File: src/rtl/lfd_pkg.sv
// Package: shared types for the link frame realigning demultiplexer.
// Assumes the two status pins are sampled on the same edge as the data.
package lfd_pkg;
    // Class of one received half-word, coded as seen on the link_class port
    typedef enum logic [1:0] {
        CLS_IDLE = 2'd0,
        CLS_DATA = 2'd1,
        CLS_EXT  = 2'd2,
        CLS_ERR  = 2'd3
    } lfd_class_e;

    // Alignment state of the frame tracker
    typedef enum logic [1:0] {
        MODE_WAIT  = 2'd0,
        MODE_ARMED = 2'd1,
        MODE_RUN   = 2'd2
    } lfd_mode_e;
endpackage

File: src/rtl/lfd_status_decode.sv
// Module: lfd_status_decode
// Classifies one received half-word from the two status pins and checks
// whether an idle or carrier-extend half-word carries its expected code.
// Purely combinational; assumes inputs are stable around the sampling edge.
module lfd_status_decode
    import lfd_pkg::*;
#(
    parameter int                 FRAME_W  = 16,
    parameter logic [FRAME_W-1:0] IDLE_A   = 'hBCC5,
    parameter logic [FRAME_W-1:0] IDLE_B   = 'hBC50,
    parameter logic [FRAME_W-1:0] EXT_CODE = 'hF7F7
) (
    input  logic [FRAME_W-1:0] rxd,
    input  logic               rx_dv,
    input  logic               rx_er,
    output lfd_class_e         cls,
    output logic               pat_bad
);
    // Map the pin pair onto a half-word class
    always_comb begin
        unique case ({rx_dv, rx_er})
            2'b00:   cls = CLS_IDLE;
            2'b10:   cls = CLS_DATA;
            2'b01:   cls = CLS_EXT;
            default: cls = CLS_ERR;
        endcase
    end

    // Flag control half-words whose data differs from the fixed codes
    always_comb begin
        pat_bad = 1'b0;
        if (cls == CLS_IDLE)
            pat_bad = (rxd != IDLE_A) && (rxd != IDLE_B);
        else if (cls == CLS_EXT)
            pat_bad = (rxd != EXT_CODE);
    end
endmodule

File: src/rtl/lfd_frame_tracker.sv
// Module: lfd_frame_tracker
// Holds the frame alignment state. Waits for idle after reset, arms on idle,
// and steers each payload half-word to the frame 1 or frame 2 slot.
// Non-payload half-words inside a pair cancel the pair.
// Assumes the class input was decoded from the current inputs.
module lfd_frame_tracker
    import lfd_pkg::*;
(
    input  logic       clk,
    input  logic       rst_n,
    input  lfd_class_e cls,
    output logic       take_fr1,
    output logic       take_fr2,
    output logic       bc0_mark,
    output logic       pair_broken
);
    lfd_mode_e mode_q;
    logic      half_q;
    logic      bc0_pend_q;

    // Steering decisions for the current half-word
    always_comb begin
        take_fr1    = (cls == CLS_DATA) && (mode_q != MODE_WAIT) && !half_q;
        take_fr2    = (cls == CLS_DATA) && half_q;
        bc0_mark    = bc0_pend_q;
        pair_broken = (cls == CLS_EXT) && half_q;
    end

    // Alignment mode: idle arms, the first payload after arming enters run
    always_ff @(posedge clk) begin
        if (!rst_n)
            mode_q <= MODE_WAIT;
        else if (cls == CLS_IDLE)
            mode_q <= MODE_ARMED;
        else if (take_fr1 && mode_q == MODE_ARMED)
            mode_q <= MODE_RUN;
    end

    // Half-pair flag: set by frame 1, cleared by frame 2 or any non-payload
    always_ff @(posedge clk) begin
        if (!rst_n)
            half_q <= 1'b0;
        else if (take_fr1)
            half_q <= 1'b1;
        else if (take_fr2 || cls != CLS_DATA)
            half_q <= 1'b0;
    end

    // Crossing-zero pending: raised on the first frame after arming
    always_ff @(posedge clk) begin
        if (!rst_n)
            bc0_pend_q <= 1'b0;
        else if (take_fr1 && mode_q == MODE_ARMED)
            bc0_pend_q <= 1'b1;
        else if (take_fr2)
            bc0_pend_q <= 1'b0;
    end

    // A frame 2 is only ever taken while aligned and running
    assert_fr2_in_run_R3: assert property (@(posedge clk) disable iff (!rst_n)
        take_fr2 |-> (mode_q == MODE_RUN));

    // Idle clears any held half and re-arms alignment
    assert_idle_rearms_R6: assert property (@(posedge clk) disable iff (!rst_n)
        (cls == CLS_IDLE) |=> (!half_q && mode_q == MODE_ARMED));
endmodule

File: src/rtl/lfd_pair_builder.sv
// Module: lfd_pair_builder
// Holds frame 1 and joins it with frame 2 into one output word with a
// one-cycle strobe and the crossing-zero marker.
// Assumes take_fr1 and take_fr2 are never high together.
module lfd_pair_builder #(
    parameter int FRAME_W = 16,
    localparam int WORD_W = 2 * FRAME_W
) (
    input  logic               clk,
    input  logic               rst_n,
    input  logic [FRAME_W-1:0] rxd,
    input  logic               take_fr1,
    input  logic               take_fr2,
    input  logic               bc0_mark,
    output logic [WORD_W-1:0]  word_data,
    output logic               word_valid,
    output logic               word_bc0
);
    logic [FRAME_W-1:0] fr1_q;

    // Capture frame 1 of a pair
    always_ff @(posedge clk) begin
        if (!rst_n)
            fr1_q <= '0;
        else if (take_fr1)
            fr1_q <= rxd;
    end

    // Present the joined word, frame 1 in the upper half
    always_ff @(posedge clk) begin
        if (!rst_n)
            word_data <= '0;
        else if (take_fr2)
            word_data <= {fr1_q, rxd};
    end

    // One-cycle strobe and marker for each completed pair
    always_ff @(posedge clk) begin
        if (!rst_n) begin
            word_valid <= 1'b0;
            word_bc0   <= 1'b0;
        end else begin
            word_valid <= take_fr2;
            word_bc0   <= take_fr2 && bc0_mark;
        end
    end

    // The steering logic must never ask for both slots at once
    assert_slots_exclusive_R3: assert property (@(posedge clk) disable iff (!rst_n)
        !(take_fr1 && take_fr2));
endmodule

File: src/rtl/link_frame_demux.sv
// Module: link_frame_demux (top)
// Rebuilds 32-bit crossing words from pairs of 16-bit link half-words.
// Frame phase comes from the idle-to-payload transition on the status pins.
// Also reports the half-word class and keeps sticky error and code flags.
// Assumes all inputs are synchronous to clk, the recovered receive clock.
module link_frame_demux
    import lfd_pkg::*;
#(
    parameter int                 FRAME_W  = 16,
    parameter logic [FRAME_W-1:0] IDLE_A   = 'hBCC5,
    parameter logic [FRAME_W-1:0] IDLE_B   = 'hBC50,
    parameter logic [FRAME_W-1:0] EXT_CODE = 'hF7F7
) (
    input  logic                 clk,
    input  logic                 rst_n,
    input  logic [FRAME_W-1:0]   rxd,
    input  logic                 rx_dv,
    input  logic                 rx_er,
    output logic [1:0]           link_class,
    output logic [2*FRAME_W-1:0] word_data,
    output logic                 word_valid,
    output logic                 word_bc0,
    output logic                 err_sticky,
    output logic                 code_sticky
);
    lfd_class_e cls;
    logic       pat_bad;
    logic       take_fr1;
    logic       take_fr2;
    logic       bc0_mark;
    logic       pair_broken;

    lfd_status_decode #(
        .FRAME_W (FRAME_W),
        .IDLE_A  (IDLE_A),
        .IDLE_B  (IDLE_B),
        .EXT_CODE(EXT_CODE)
    ) u_decode (
        .rxd    (rxd),
        .rx_dv  (rx_dv),
        .rx_er  (rx_er),
        .cls    (cls),
        .pat_bad(pat_bad)
    );

    lfd_frame_tracker u_tracker (
        .clk        (clk),
        .rst_n      (rst_n),
        .cls        (cls),
        .take_fr1   (take_fr1),
        .take_fr2   (take_fr2),
        .bc0_mark   (bc0_mark),
        .pair_broken(pair_broken)
    );

    lfd_pair_builder #(
        .FRAME_W(FRAME_W)
    ) u_builder (
        .clk       (clk),
        .rst_n     (rst_n),
        .rxd       (rxd),
        .take_fr1  (take_fr1),
        .take_fr2  (take_fr2),
        .bc0_mark  (bc0_mark),
        .word_data (word_data),
        .word_valid(word_valid),
        .word_bc0  (word_bc0)
    );

    // Register the class of each sampled half-word
    always_ff @(posedge clk) begin
        if (!rst_n)
            link_class <= 2'd0;
        else
            link_class <= cls;
    end

    // Sticky link-error flag: error half-words and broken pairs
    always_ff @(posedge clk) begin
        if (!rst_n)
            err_sticky <= 1'b0;
        else if (cls == CLS_ERR || pair_broken)
            err_sticky <= 1'b1;
    end

    // Sticky code-mismatch flag for idle and extend content
    always_ff @(posedge clk) begin
        if (!rst_n)
            code_sticky <= 1'b0;
        else if (pat_bad)
            code_sticky <= 1'b1;
    end

    assert_err_word_flags_R8: assert property (@(posedge clk) disable iff (!rst_n)
        (rx_dv && rx_er) |=> err_sticky);

    assert_err_holds_R9: assert property (@(posedge clk) disable iff (!rst_n)
        err_sticky |=> err_sticky);

    assert_code_holds_R9: assert property (@(posedge clk) disable iff (!rst_n)
        code_sticky |=> code_sticky);

    assert_valid_single_R3: assert property (@(posedge clk) disable iff (!rst_n)
        word_valid |=> !word_valid);

    assert_bc0_with_valid_R4: assert property (@(posedge clk) disable iff (!rst_n)
        word_bc0 |-> word_valid);

    assert_idle_no_word_R6: assert property (@(posedge clk) disable iff (!rst_n)
        (!rx_dv && !rx_er) |=> !word_valid);

    assert_class_follows_R1: assert property (@(posedge clk) disable iff (!rst_n)
        (rx_dv && !rx_er) |=> (link_class == 2'd1));
endmodule

File: config.mk
export PLATFORM = sky130hd
export DESIGN_NAME = link_frame_demux
export DESIGN_NICKNAME = d
export VERILOG_FILES = /design/src/rtl/lfd_pkg.sv /design/src/rtl/lfd_status_decode.sv /design/src/rtl/lfd_frame_tracker.sv /design/src/rtl/lfd_pair_builder.sv /design/src/rtl/link_frame_demux.sv
export SDC_FILE = /design/constraint.sdc
export NUM_CORES = 1
export LEC_CHECK = 0
export BUFFER_PORTS_ARGS = -buffer_cell sky130_fd_sc_hd__buf_2
export CORE_ASPECT_RATIO = 2
export CORE_UTILIZATION = 55
export DETAILED_ROUTE_END_ITERATION = 6
export GPL_ROUTABILITY_DRIVEN = 0
export PLACE_DENSITY = 0.82
export SYNTH_ARGS = -nofsm -noshare
export SYNTH_HDL_FRONTEND = slang
export SYNTH_SLANG_ARGS = --single-unit
File: constraint.sdc
create_clock -name clk -period 3.7 [get_ports clk]
set_input_delay 0.185 -clock clk [delete_from_list [all_inputs] [get_ports clk]]
set_output_delay 0.185 -clock clk [all_outputs]
set_load 0.02 [all_outputs]
==> run_results.csv, run 1 <==
group,metric,value,unit
die,design.portCount,58,
cts,clockBufferDepth,2,
global_route,top_usage_layer,"met2",
yosys,synth_area_leaders,"dfxtp_1 52%, nand2_1 16%, a21boi_1 16%, and2_1 1.7%, clkbuf_1 1.7%",
finish,antenna_cells,0,
cts,cts_tree,"done",
cts,root_buffer,"clkbuf_8",
cts,numCtsBuffers,9,
global_route,grt_first_pass_wirelength,7930,um
setup_path,regToRegSetupSlack,1.91,ns
setup_path,r2r-end,"u_builder.word_data[14]",
yosys,ys_seq_area_share,52.1,%
yosys,yosysUniqueCellTypes,30,
finish,areaGrowthSynthToFinish,19.5,%
setup_path,worstSetupPathType,"reg -> reg",
cts,postCtsSetupRepairBufs,0,
yosys,synth_seq_cells,58,
global_route,grt_pass1_vias,1842,
pwr,ir_drop,0.424,mV
run_status,outcome,"finished clean",
die,die_h,92.0,um
global_route,grt-ovfl-total,0,
detailed_routing,firstDrtPassIters,5,
yosys,yosys.area.top_type,"dfxtp_1",
hold_path,hold_end,"u_builder.word_data[6]",
hold_path,hold_path_class,"in -> reg",
setup_path,crit_fanout,32,
detailed_routing,vias,1885,
cts,h-tree-depth,3,
cts,cts-hold-fix-buffers,0,
die,fp.dieW,47.0,um
sta,period_minus_slack,1.79,ns
detailed_routing,drc,0,
yosys,synth_commonest_cells,"98 x nand2_1, 58 x dfxtp_1, 48 x a21boi_1, 10 x clkbuf_1, 6 x and2_1",
sta,setup_viol,0,
setup_path,cp.required,3.97,ns
yosys,yosysMostFrequentCell,"nand2_1",
sta,max_clock_freq,559,MHz
die,core,3880,sq um
pwr,leakagePower,1.09,nW
sta,tightest_slew,1.10,ns
setup_path,rr_startpoint,"u_tracker.half_q",
pwr,powerDensity,464,nW/um^2
setup_path,arrival,2.06,ns
die,initial_core_util,57.4,%
flow_run,maxCapViolCount,0,
global_route,antenna_found_initial,0,
finish,drive_gt1_share,23.3,%
sta,rsz0062_at_grt,"false",
setup_path,critPathCaptureType,"flip-flop",
sta,finalHoldViolations,0,
sta,relSlewSlack,26.5,%
cts,clock_sinks,58,
global_route,track_usage,25.5,%
detailed_routing,avgRoutedWirePerCell,12.7,um
yosys,synthArstFlopShare,0,%
hold_path,hold_start,"rxd[6]",
yosys,synth_top_area_share,52.1,%
detailed_routing,finalWirelength,4610,um
sta,tns,0,ns
cts,clk_pin_slew,0.06,ns
sta,period_share,48.4,%
yosys,synth_nets,278,
finish,fillers,339,
yosys,synth.avg_cell_area,8.64,sq um
yosys,yosys_most_used_dff,"dfxtp_1",
detailed_routing,ant_nets,0,
cts,ctsResizeCount,0,
global_route,met1_usage,28.2,%
sta,slew_viol_final,0,
setup_path,startpoint_type,"flip-flop",
place,dpl.hpwl,3080,um
hold_path,hold_depth,3,
die,dieArea,4330,sq um
global_route,met3_usage,8.46,%
cts,worst_skew_pair.late_latency,0.34,ns
yosys,netlist_area,2230,sq um
detailed_routing,drt-initial-drc-count,75,
yosys,synth_edf_count,0,
die,rows,32,
pwr,power,0.00124,W
yosys,syn_inst,258,
setup_path,reg2reg_depth,3,
global_route,grt_max_degree,58,
global_route,use_met2,40.3,%
finish,nets,328,
yosys,ys_warn_count,0,
place,portBuffers,57,
sta,fin_skew,0.00612,ns
detailed_routing,avgViaCountPerCell,5.18,
sequential cells by signal (all words and copies together) (netlist names), 2 cells and up:
register and cells:
link_class 2, u_tracker.mode_q 2, u_builder.word_data 32, u_builder.fr1_q 16
per-layer routing:
layer	vias up	wire, um
li1	946	-
met1	863	1840
met2	60	2380
met3	16	218
met4	0	165
met5	-	0
worst max-delay path: stages, from the launching register on:
cell and delay [ns]:
dfxtp_1 0.49, and2_1 0.91, nand2_1 0.15, a21boi_1 0.15
where the power goes:
part | leakage, nW | total [W] | internal [W] | switching, W
sequential | 0.469 | 0.000638 | 0.000633 | 0.00000517
clock | 0.0965 | 0.000532 | 0.000296 | 0.000236
combinational | 0.521 | 0.0000661 | 0.0000278 | 0.0000382
total | 1.09 | 0.00124 | 0.000957 | 0.000279
layout make-up:
type	instances	area, sq um	area share [%]
clock buffers	14	173	6.48
clock inverters	2	10.0	0.376
inverters	1	3.75	0.141
multi-input cells	181	967	36.3
flip-flops and latches	58	1160	43.6
well taps	51	63.8	2.40
repair buffers	57	285	10.7
how the worst max path moves through the flow:
stage	from	end	slack, ns	cells past startpoint
global route	u_tracker.half_q	u_builder.word_data[15]	1.65	3
detailed placement	rx_dv	u_builder.word_data[21]	1.83	5
finish	u_tracker.half_q	u_builder.word_data[14]	1.91	3
floorplan	u_tracker.half_q	u_builder.fr1_q[13]	2.38	6
global placement	rx_dv	u_builder.word_data[31]	1.91	5
CTS	u_tracker.half_q	u_builder.word_data[14]	1.86	3
placed cells by master, fill, tap and decap left out, drive strengths merged:
cell,count
nand2,98
dfxtp,58
or4b,1
nor2,4
nor3,3
nand4b,2
nand4,1
o31ai,1
inv,1
a21oi,1
nand2b,1
o21ai,3
o21a,2
a21boi,48
nand3,1
clkbuf,14
and3,1
a31oi,2
buf,57
or2b,1
clkinv,2
or3,1
and2,6
nand3b,1
o311a,1
nor2b,1
nor4b,1
logic make-up (layout without fill, tap and decap cells):
group | after synthesis | after routing | synth area share, %
simple gates | 123 | 123 | 24.3
buf+inv | 19 | 74 | 4.55
flops | 58 | 58 | 52.1
compound gates | 58 | 58 | 19.1
per-stage QoR:
step	setup slack [ns]	cells	util, %	area (sq um)	hold WS, ns
after floorplan	2.38	258	-	2230	0.307
after global placement	1.91	348	63.9	2480	0.438
after detailed placement	1.83	348	63.9	2480	0.442
after CTS	1.86	364	68.6	2660	0.107
after global routing	1.65	364	68.6	2660	0.109
final	1.91	364	68.6	2660	0.118
(Power assumes the default switching activity.)
==> inputs of run 2 (changes only) <==
- CORE_UTILIZATION: 55 -> 51
- PLACE_DENSITY: 0.82 -> 0.76
- clock period: 3.7 -> 1.77 ns (I/O delays scaled with it)
==> run 2 against run 1 <==
Effect of this change:
- total power increased by 100%
- sequential power is 110% higher
- worst hold slack got worse by 0.089 ns
- critical path depth did not move
- first-iteration DRC count is 71% lower
- global-route usage fell by 3.3 points
- utilization fell by 3.7 points
- sequential cell count stayed put
- clock power up 88%
- sequential share of layout area down 0.24 points
- wire length decreased by 0.61%
- non-clock buffer count is 5 higher
- critical path type unchanged
- highest routed layer unchanged
==> run_results.csv, run 2 (same netlist as run 1, synthesis figures left out) <==
group,metric,value,unit
cts,clockBufferDepth,2,
sta,hold_ws,0.0288,ns
finish,mostFrequentLayoutCells,"98 x nand2_1, 58 x dfxtp_1, 57 x buf_2, 48 x a21boi_1, 11 x clkbuf_8",
pwr,clkPwrFrac,40.5,%
detailed_routing,drc,0,
global_route,grt_first_pass_wirelength,7670,um
die,core,4130,sq um
detailed_routing,vias,1838,
setup_path,critPathCaptureType,"flip-flop",
cts,clk_pin_slew,0.06,ns
place,dp_slack,0.371,ns
flow_run,maxCapViolCount,0,
finish,nets,333,
die,dieArea,4660,sq um
sta,max_clock_freq,732,MHz
pwr,leakagePower,1.10,nW
sta,rsz0062_at_grt,"false",
cts,numCtsBuffers,9,
sta,setup_viol,0,
die,initial_core_util,54.0,%
sta,tns,0,ns
pwr,p_int,0.00195,W
global_route,grt-ovfl-total,0,
finish,top_regs,"u_builder.word_data: 32 flops, u_builder.fr1_q: 16 flops",
finish,areaGrowthSynthToFinish,20.1,%
die,design.portCount,58,
pwr,ir_drop,0.765,mV
global_route,grt_max_degree,38,
place,dpl.hpwl,3280,um
finish,top_register,"u_builder.word_data",
run_status,outcome,"finished clean",
hold_path,hold_path_class,"in -> reg",
pwr,powerDensity,926,nW/um^2
setup_path,cp.required,1.99,ns
die,die_h,95.5,um
pwr,sequentialPowerShare,53.8,%
setup_path,worstSetupPathType,"reg -> reg",
die,fp.dieW,48.8,um
detailed_routing,avgViaCountPerCell,5.01,
setup_path,timing.critical_path.slowest_cell_delay,0.64,ns
cts,root_buffer,"clkbuf_8",
setup_path,cp_slowest_cell,"or3_1",
global_route,grt_pass1_vias,1711,
pwr,power,0.00248,W
detailed_routing,drt-initial-drc-count,22,
detailed_routing,finalWirelength,4580,um
cts,cts-hold-fix-buffers,0,
cts,ctsResizeCount,0,
sta,fin_skew,0.00318,ns
detailed_routing,firstDrtPassIters,4,
cts,worst_skew_pair.late_latency,0.33,ns
place,portBuffers,57,
cts,clock_sinks,58,
sta,finalHoldViolations,0,
detailed_routing,ant_nets,0,
finish,drive_gt1_share,23.8,%
cts,h-tree-depth,3,
finish,layout_commonest_cell,"nand2_1",
die,rows,33,
setup_path,crit_fanout,16,
setup_path,arrival,1.59,ns
pwr,combPwrFrac,5.8,%
sta,tightest_slew,0.580,ns
setup_path,regToRegSetupSlack,0.40,ns
detailed_routing,avgRoutedWirePerCell,12.5,um
sta,slew_viol_final,0,
cts,postCtsSetupRepairBufs,0,
finish,largest_reg_flops,32,
cts,cts_tree,"done",
global_route,antenna_found_initial,0,
sta,relSlewSlack,61.2,%
global_route,track_usage,22.2,%
pwr,switching_share,21.6,%
sta,period_minus_slack,1.37,ns
finish,antenna_cells,0,
setup_path,cp_cell_sequence,"or3_1 -> nand2_1 -> a21boi_1",
sta,worst_slack,0.403,ns
sta,period_share,77.2,%
pwr,p_sw,0.000535,W
setup_path,startpoint_type,"flip-flop",
run 2: worst paths after layout:
path	endpoint	from	depth (start not counted)
max	u_builder.fr1_q[1]	u_tracker.half_q	3
min	u_builder.word_data[6]	rxd[6]	3
min reg2reg	u_builder.word_data[18]	u_builder.word_data[18]	2
max reg2reg	u_builder.fr1_q[1]	u_tracker.half_q	3
run 2: routing by layer:
layer | track usage, % | vias up | routed length [um]
met5 | 0 | - | 0
met2 | 38.8 | 41 | 2410
met4 | 15.7 | 0 | 127
li1 | - | 951 | -
met3 | 4.31 | 13 | 160
met1 | 23.6 | 833 | 1880
run 2: cell type report:
| type | count | area (sq um) |
|---|---|---|
| repair buffers | 62 | 323 |
| multi-input cells | 181 | 967 |
| inverters | 1 | 3.75 |
| fillers | 389 | 1450 |
| well taps | 52 | 65.1 |
| flip-flops and latches | 58 | 1160 |
| clock buffers | 13 | 159 |
run 2: critical path: cells and delay by family, from the launching register on:
kind             cells  cell delay, ns
AND/OR/NAND/NOR      2            0.80
flip-flops           1            0.39
AO/OA/AOI/OAI        1            0.07
run 2: power groups by stage:
stage / logic [W] / registers, W / clock network, W
floorplan: 0.0000762 / 0.00137 / 0
global placement: 0.000141 / 0.00136 / 0
detailed placement: 0.000143 / 0.00136 / 0
CTS: 0.000144 / 0.00133 / 0.00103
global route: 0.000157 / 0.00134 / 0.00108
finish: 0.000143 / 0.00133 / 0.00100
run 2: through the flow:
stage	instances	utilization, %	instance area [sq um]
after floorplan	258	-	2230
after global placement	354	61.0	2520
after detailed placement	354	61.0	2520
after CTS	367	64.9	2680
after global routing	367	64.9	2680
final	367	64.9	2680
